==> src/rtl/plm_pkg.sv <==
package plm_pkg;

   typedef struct packed {
      logic       win_en;     // window check enable
      logic       idle_loss;  // missing reference counts as loss
      logic       test_bit;   // spare test control
      logic [1:0] spare;      // unused
      logic [2:0] win_code;   // window half-width code
   } plm_cfg_t;

   localparam logic [7:0] PLM_CFG_RESET = 8'hA2;

endpackage

==> src/rtl/plm_window_cmp.sv <==
module plm_window_cmp #(
   parameter int ERR_W = 12,
   parameter int STEP  = 256
) (
   input  logic signed [ERR_W-1:0] err_i,
   input  logic [2:0]              code_i,
   output logic                    inside_o
);
   localparam int CMP_W = ERR_W + 4;
   localparam int SH    = $clog2(STEP);

   logic [ERR_W:0]   ext_err;
   logic [ERR_W:0]   mag;
   logic [CMP_W-1:0] half;

   assign ext_err = {err_i[ERR_W-1], err_i};
   assign mag     = err_i[ERR_W-1] ? (~ext_err + 1'b1) : ext_err;

   generate
      if ((1 << SH) == STEP) begin : g_shift
         assign half = CMP_W'(code_i) << SH;
      end else begin : g_mult
         assign half = CMP_W'(code_i) * CMP_W'(STEP);
      end
   endgenerate

   assign inside_o = ({3'b000, mag} <= half);

endmodule

==> src/rtl/plm_qual_timer.sv <==
module plm_qual_timer #(
   parameter int QUAL_W     = 16,
   parameter int QUAL_TICKS = 1500
) (
   input  logic              clk_i,
   input  logic              rst_ni,
   input  logic              clear_i,
   input  logic              tick_i,
   output logic [QUAL_W-1:0] cnt_o,
   output logic              reach_o
);
   localparam logic [QUAL_W-1:0] LIMIT = QUAL_W'(QUAL_TICKS);

   logic [QUAL_W-1:0] cnt_q;
   logic [QUAL_W-1:0] cnt_d;

   always_comb begin
      cnt_d = cnt_q;
      if (clear_i) begin
         cnt_d = '0;
      end else if (tick_i && (cnt_q != LIMIT)) begin
         cnt_d = cnt_q + 1'b1;
      end
   end

   always_ff @(posedge clk_i or negedge rst_ni) begin
      if (!rst_ni) cnt_q <= '0;
      else         cnt_q <= cnt_d;
   end

   assign cnt_o   = cnt_q;
   assign reach_o = (cnt_d == LIMIT);

endmodule

==> src/rtl/phase_lock_monitor.sv <==
module phase_lock_monitor
   import plm_pkg::*;
#(
   parameter int ERR_W      = 12,
   parameter int STEP       = 256,
   parameter int QUAL_W     = 16,
   parameter int QUAL_TICKS = 1500
) (
   input  logic                    clk_i,
   input  logic                    rst_ni,
   input  logic                    cfg_wr_i,
   input  logic [7:0]              cfg_wdata_i,
   input  logic                    strobe_i,
   input  logic signed [ERR_W-1:0] phase_err_i,
   input  logic                    ref_active_i,
   input  logic                    tick_i,
   input  logic                    ext_loss_i,
   output logic                    phase_lost_o,
   output logic                    phase_locked_o
);
   generate
      if (ERR_W < 4) begin : g_bad_err_w
         $error("ERR_W must be at least 4");
      end
      if (QUAL_TICKS < 1) begin : g_bad_qual
         $error("QUAL_TICKS must be at least 1");
      end
      if (QUAL_TICKS >= (1 << QUAL_W)) begin : g_bad_qual_w
         $error("QUAL_TICKS does not fit in QUAL_W bits");
      end
      if ((STEP * 7) >= (1 << (ERR_W + 3))) begin : g_bad_step
         $error("STEP too large for the comparison width");
      end
   endgenerate

   logic [7:0]        cfg_q;
   plm_cfg_t          cfg_s;
   logic              in_win;
   logic              idle_evt;
   logic              restart;
   logic              reach;
   logic              locked_d;
   logic              locked_q;
   logic [QUAL_W-1:0] qual_cnt;

   assign cfg_s = plm_cfg_t'(cfg_q);

   always_ff @(posedge clk_i or negedge rst_ni) begin
      if (!rst_ni)       cfg_q <= PLM_CFG_RESET;
      else if (cfg_wr_i) cfg_q <= cfg_wdata_i;
   end

   plm_window_cmp #(
      .ERR_W (ERR_W),
      .STEP  (STEP)
   ) win_i (
      .err_i    (phase_err_i),
      .code_i   (cfg_s.win_code),
      .inside_o (in_win)
   );

   assign idle_evt = cfg_s.idle_loss && !ref_active_i;
   assign restart  = cfg_wr_i || !cfg_s.win_en || (cfg_s.win_code == 3'd0) ||
                     (strobe_i && !in_win) || idle_evt;

   plm_qual_timer #(
      .QUAL_W     (QUAL_W),
      .QUAL_TICKS (QUAL_TICKS)
   ) tmr_i (
      .clk_i   (clk_i),
      .rst_ni  (rst_ni),
      .clear_i (restart),
      .tick_i  (tick_i),
      .cnt_o   (qual_cnt),
      .reach_o (reach)
   );

   always_comb begin
      if (cfg_wr_i)          locked_d = 1'b0;
      else if (cfg_s.win_en) locked_d = reach;
      else                   locked_d = !ext_loss_i && !idle_evt;
   end

   always_ff @(posedge clk_i or negedge rst_ni) begin
      if (!rst_ni) locked_q <= 1'b0;
      else         locked_q <= locked_d;
   end

   assign phase_locked_o = locked_q;
   assign phase_lost_o   = !locked_q;

endmodule

==> config.mk <==
export PLATFORM = sky130hd
export DESIGN_NAME = phase_lock_monitor
export DESIGN_NICKNAME = d
export VERILOG_FILES = /design/src/rtl/plm_pkg.sv /design/src/rtl/plm_window_cmp.sv /design/src/rtl/plm_qual_timer.sv /design/src/rtl/phase_lock_monitor.sv
export SDC_FILE = /design/constraint.sdc
export NUM_CORES = 1
export LEC_CHECK = 0
export ABC_AREA = 1
export CAP_MARGIN = 15
export CORE_MARGIN = 10
export CORE_UTILIZATION = 47
export DETAILED_ROUTE_END_ITERATION = 16
export PLACE_DENSITY = 0.74
export SLEW_MARGIN = 20
export SYNTH_ARGS = -nofsm -noshare
export SYNTH_HDL_FRONTEND = slang
export SYNTH_SLANG_ARGS = --single-unit
==> constraint.sdc <==
create_clock -name clk_i -period 1.9 [get_ports clk_i]
set_input_delay 0.19 -clock clk_i [delete_from_list [all_inputs] [get_ports clk_i]]
set_output_delay 0.19 -clock clk_i [all_outputs]
set_load 0.1 [all_outputs]
[Word-level counts from Yosys, hierarchy flattened]
Index checks and enable logic that the tools add are counted.
Storage, ports and cells
  register bits after elaboration: 25
  output and inout port bits: 2
  logic and storage cells: 29
Cells by class
  add/subtract/negate cells: 2
  $lt $le $gt $ge: 1
  eq/ne operators: 2
  mux-type cells: 5
  bitwise operators: 1
  reduce and logical (&&, ||, !) cells: 15
Operators with widths (number)
  16-bit 2-to-1 mux: 2
  16-bit by 1-bit adder with 16-bit output (second input constant): 1
  16-bit by 11-bit == test with 1-bit output (second input constant): 1
  16-bit by 11-bit != test with 1-bit output (second input constant): 1
  13-bit by 1-bit adder with 13-bit output (second input constant): 1
  13-bit by 11-bit less-or-equal comparator with 1-bit output: 1
  13-bit 2-to-1 mux: 1
  13-bit inverter: 1
  1-bit logical NOT: 6
  1-bit logical AND: 4
  1-bit logical OR: 4
  3-bit logical NOT: 1
  1-bit 2-to-1 mux: 2

[Logic depth before layout (Yosys ltp)]
  depth after elaboration: 12
  gate-level depth with buffers: 19
  mapped depth without buffers: 19

[By module]
A second synthesis with hierarchy kept.
Unflattened totals
  cells, all modules: 336
  area total of the unflattened synthesis: 2028.2 µm²
Modules (own cells, without submodules)
  plm_qual_timer: times used 1, cells an instance 218, area each 1306.3 µm², seq. area each 400.4 µm²
  plm_window_cmp: times used 1, cells an instance 83, area each 436.7 µm², seq. area each 0.0 µm²
  phase_lock_monitor: times used 1, cells an instance 35, area each 285.3 µm², seq. area each 152.6 µm²

[Least setup slack after synthesis]
No wires, ideal clock.
  kind: input port to flip-flop
  start: in phase_err_i[0]
  end: reg locked_q, in the netlist phase_locked_o
  data arrival time: 2111 ps
  data required time: 1778 ps
  slack: -334 ps
  stages: 18
  path buffers: 0
  path through: inv_1 ha_1 nand4_1 nand2_1 o21ai_0 xor2_1 ha_1 nand4_1 a21oi_1 nand2_1 nor2_1 nand3_1 nand2_2 nand2_1 nor2_1 nor2_1 nand3_1 a21oi_2
Between the ends
  word-level cells in the longest chain between the ends: 12
RTL lines
  from (decl): line phase_lock_monitor.sv:14  | input logic signed [ERR_W-1:0] phase_err_i,
  13-bit inverter: line plm_window_cmp.sv:17  | assign mag = err_i[ERR_W-1] ? (~ext_err + 1'b1) : ext_err;
  13-bit by 1-bit adder with 13-bit output: line plm_window_cmp.sv:17
  13-bit 2-to-1 mux (*): line plm_window_cmp.sv:17
  13-bit by 11-bit less-or-equal comparator with 1-bit output (*): line plm_window_cmp.sv:27  | assign inside_o = ({3'b000, mag} <= half);
  1-bit logical NOT (*): line phase_lock_monitor.sv:64  | (strobe_i && !in_win) || idle_evt;
  1-bit logical AND (*): line phase_lock_monitor.sv:64
  1-bit logical OR (*): line phase_lock_monitor.sv:63  | assign restart = cfg_wr_i || !cfg_s.win_en || (cfg_s.win_code == 3'd0) ||
  1-bit logical OR (*): line phase_lock_monitor.sv:64
  16-bit 2-to-1 mux (*): line plm_qual_timer.sv:19  | if (clear_i) begin
  net tmr_i.cnt_d[15]: line plm_qual_timer.sv:15  | logic [QUAL_W-1:0] cnt_d;
  16-bit by 11-bit == test with 1-bit output (*): line plm_qual_timer.sv:32  | assign reach_o = (cnt_d == LIMIT);
  1-bit 2-to-1 mux (*): line phase_lock_monitor.sv:80  | else if (cfg_s.win_en) locked_d = reach;
  1-bit 2-to-1 mux (*): line phase_lock_monitor.sv:79  | if (cfg_wr_i) locked_d = 1'b0;
  net locked_d: line phase_lock_monitor.sv:42  | logic locked_d;
  to (signal assigned): line phase_lock_monitor.sv:86  | else locked_q <= locked_d;
  to (decl): line phase_lock_monitor.sv:43  | logic locked_q;
The timed path passes the listed nets; every way through them passes the cells marked *.
A chain may end at the register's enable or synchronous reset.

[Worst setup path after layout]
  start: in phase_err_i[3]
  end: reg locked_q, in the netlist phase_locked_o
Between the ends
  word-level cells in the longest chain between the ends: 12
RTL lines (line)
  13-bit inverter: plm_window_cmp.sv:17
  13-bit by 1-bit adder with 13-bit output: plm_window_cmp.sv:17
  13-bit 2-to-1 mux (*): plm_window_cmp.sv:17
  13-bit by 11-bit less-or-equal comparator with 1-bit output (*): plm_window_cmp.sv:27
  1-bit logical NOT (*): phase_lock_monitor.sv:64
  1-bit logical AND (*): phase_lock_monitor.sv:64
  1-bit logical OR (*): phase_lock_monitor.sv:63
  1-bit logical OR (*): phase_lock_monitor.sv:64
  16-bit 2-to-1 mux (*): plm_qual_timer.sv:19
  16-bit by 11-bit == test with 1-bit output (*): plm_qual_timer.sv:32
  1-bit 2-to-1 mux (*): phase_lock_monitor.sv:80
  1-bit 2-to-1 mux (*): phase_lock_monitor.sv:79
  net locked_d: phase_lock_monitor.sv:42
Marks and branches as above.

==> run summary <==
Status: finished, violations left
Failing checks: setup timing
Seq/Total Area, Yosys: 30.2%
Final net count: 420
Pin count of the biggest net entering global routing: 23
Final slew viol count: 0
RSZ-0062 raised after global routing: true
CTS tree: yes
Vias in the first global route: 2337
CP max-delay cell: ha_4
GRT met1 Usage: 21.1%
Drc violations: 0
CP bufs+invs: 2
Placed cells: 402
WL/cell: 14.7 um
Pwr/cell area: 471 nW/um^2
CP arrival: 2520 ps
Lkg Pwr: 1.40 nW
TritonCTS Sinks: 22
Share of cells above drive strength 1: 32.6%
Area Growth Syn to Fin: 55.6%
Ratio of final minimum period to clock period: 121%
Worst hold margin: 257 ps
Mapped Area: 1830 um^2
Placer Congestion: 0.944
Final core utilization: 76.7%
First-iteration detailed-routing DRC count: 158
Num rows: 22
Vias per cell: 5.31
Critical Path Sink Type: register
Global-route wire length before repair: 10.6 mm
Setup clock skew after layout: 4.71 ps
Peak supply drop: 535 uV
DR pass1 iterations: 4
Seq cells post-synth: 22
Setup slack, reg-to-reg: -260 ps
Detail Placement HPWL: 4.08 mm
Die Width: 82.5 um
Critical path fanouts, max: 5
Required @ worst endpoint: 2110 ps
Busiest grt layer: met2
Setup-failing EPs final: 17
CTS Buf Count: 3
I/O Pins: 29
GR Util All Layers: 19.2%
Cell area after layout: 2850 um^2
Worst slew pin tran: 385 ps
Vias: 2303
Hold Fails Final Rpt: 0
CP cell instances: buf_2 > nor2_4 > nand4_1 > nand2_1 > nand2_2 > xor2_2 > inv_2 > ha_4 > nand4_1 > a21oi_2 > nand2_1 > nor2_1 > nand3_1 > nand2_2 > nand4_1 > nor2_2 > nand3_2 > a21oi_2
Die area: 6800 um^2
Initial Util: 49.3%
Hold buffers post-CTS: 0
GR Util met2: 34.8%
M3 GR Usage: 4.54%
Max-cap violations: 0
Worst-path clk slew: 90 ps
CP peak stage delay: 260 ps
Core box area: 3720 um^2
CTS H-Tree Depth: 1
Initial antenna violation count: 0
Unique cell type count in the Yosys netlist: 30
Mapped Cells: 286
Final Non-Filler Cells: 434
Diodes inserted: 0
Ys Warns: 0
Syn avg cell area: 6.41 um^2
Slew HR: 74.0%
CP delay by family, top: simple AND/OR/NAND/NOR gates
Hold Path Class: in -> async
Most frequent cell on the critical path: nand4_1
Pre-CTS WS: -1030 ps
Clock buffer depth: 2
I/O Buffers: 25
Syn Nets: 319
Most frequent cells in the layout: nand2_1, buf_4, inv_1, nor2_1, dfrtp_1
Post-Route WL: 6.38 mm
Grt total ovfl: 0
Final ANT Viol Nets: 0
Max Clock Freq: 434 MHz
Crit path kind: in -> reg
Die Y: 82.5 um
Root Buffer: clkbuf_8
Setup crit start kind: input port
Post-DP Area: 2520 um^2
Skew-Pair Late Insertion Delay: 280 ps
Final worst slack: -402 ps
Post-route minimum period: 2300 ps
## per-layer routing
layer | vias to the layer above | wire, um
li1 | 1108 | -
met1 | 1059 | 2470
met2 | 105 | 3150
met3 | 31 | 455
met4 | 0 | 304
met5 | - | 0
## flip-flops by register name (all words and copies together) (netlist names)
name            flops
cfg_q               5
phase_locked_o      1
tmr_i.cnt_o        16
## synthesized netlist by cell type
cell	number	area, um^2
nand3_1	21	105
ha_1	6	75.1
a21oi_2	1	8.76
nor2_1	36	135
a21oi_1	5	25.0
nand2_2	3	18.8
clkinv_1	3	11.3
a211oi_1	1	7.51
o21ai_0	17	85.1
buf_6	1	11.3
nor3_1	9	45.0
a21boi_1	1	7.51
inv_1	43	161
buf_2	2	10.0
clkbuf_1	1	3.75
nand4_1	14	87.6
dfstp_2	2	52.6
a311oi_1	1	8.76
xor2_2	1	16.3
nand2_4	1	11.3
inv_2	1	3.75
dfrtp_1	20	500
buf_4	1	7.51
nand2_1	77	289
nor2_2	3	18.8
nand3b_1	1	7.51
nor3_2	2	20.0
inv_4	1	6.26
o21ai_1	1	5.00
xor2_1	10	87.6
## cell type report
cell class | count | area (um^2)
Multi-Input combinational cell | 211 | 1150
Fill cell | 271 | 865
Timing Repair Buffer | 101 | 810
Sequential cell | 22 | 553
Inverter | 48 | 208
Tap cell | 48 | 60.1
Clock buffer | 3 | 41.3
Clock inverter | 1 | 30.0
## where the power goes
part | internal [mW] | leakage [nW] | switching, mW
Clock | 0.282 | 0.0357 | 0.177
Sequential | 0.486 | 0.293 | 0.0108
Combinational | 0.175 | 1.07 | 0.212
Total | 0.943 | 1.40 | 0.400
## path summary, 6_finish.rpt
check	end	startpoint	depth (start not counted)
min reg2reg	cfg_q[7]$_DFFE_PN1P_	cfg_q[7]$_DFFE_PN1P_	2
min in group clk_i	cfg_q[7]$_DFFE_PN1P_	cfg_wdata_i[7]	3
max reg2reg	phase_locked_o$_DFF_PN0_	cfg_q[1]$_DFFE_PN1P_	11
max	phase_locked_o$_DFF_PN0_	phase_err_i[3]	18
max in group asynchronous	cfg_q[1]$_DFFE_PN1P_	rst_ni	2
min	tmr_i.cnt_o[12]$_DFF_PN0_	rst_ni	2
## cell families after synthesis
logic type | Yosys count | synth area share [%]
DFF | 22 | 30.2
adders and majority gates | 6 | 4.10
buffers and inverters | 53 | 11.7
and+or+nand+nor | 167 | 40.3
AOI/OAI and AO/OA | 27 | 8.05
xor gates and xnor gates | 11 | 5.67
## stage by stage
step,total power [mW],TNS [ps]
6_report,1.34,-3540
5_1_grt,1.39,-5490
4_1_cts,1.30,-127
3_5_place_dp,0.824,-14570
3_3_place_gp,0.816,-13250
2_1_floorplan,0.669,-960
## timing repair
| item | in CTS | in global routing |
|---|---|---|
| gates cloned | 0 | 0 |
| setup buffers | 26 | 2 |
| endpoints found under the setup margin | 17 | 17 |
| pin swaps | 21 | 7 |
| resized for setup | 53 | 11 |
Note: power is estimated with default switching activity, not from simulation.
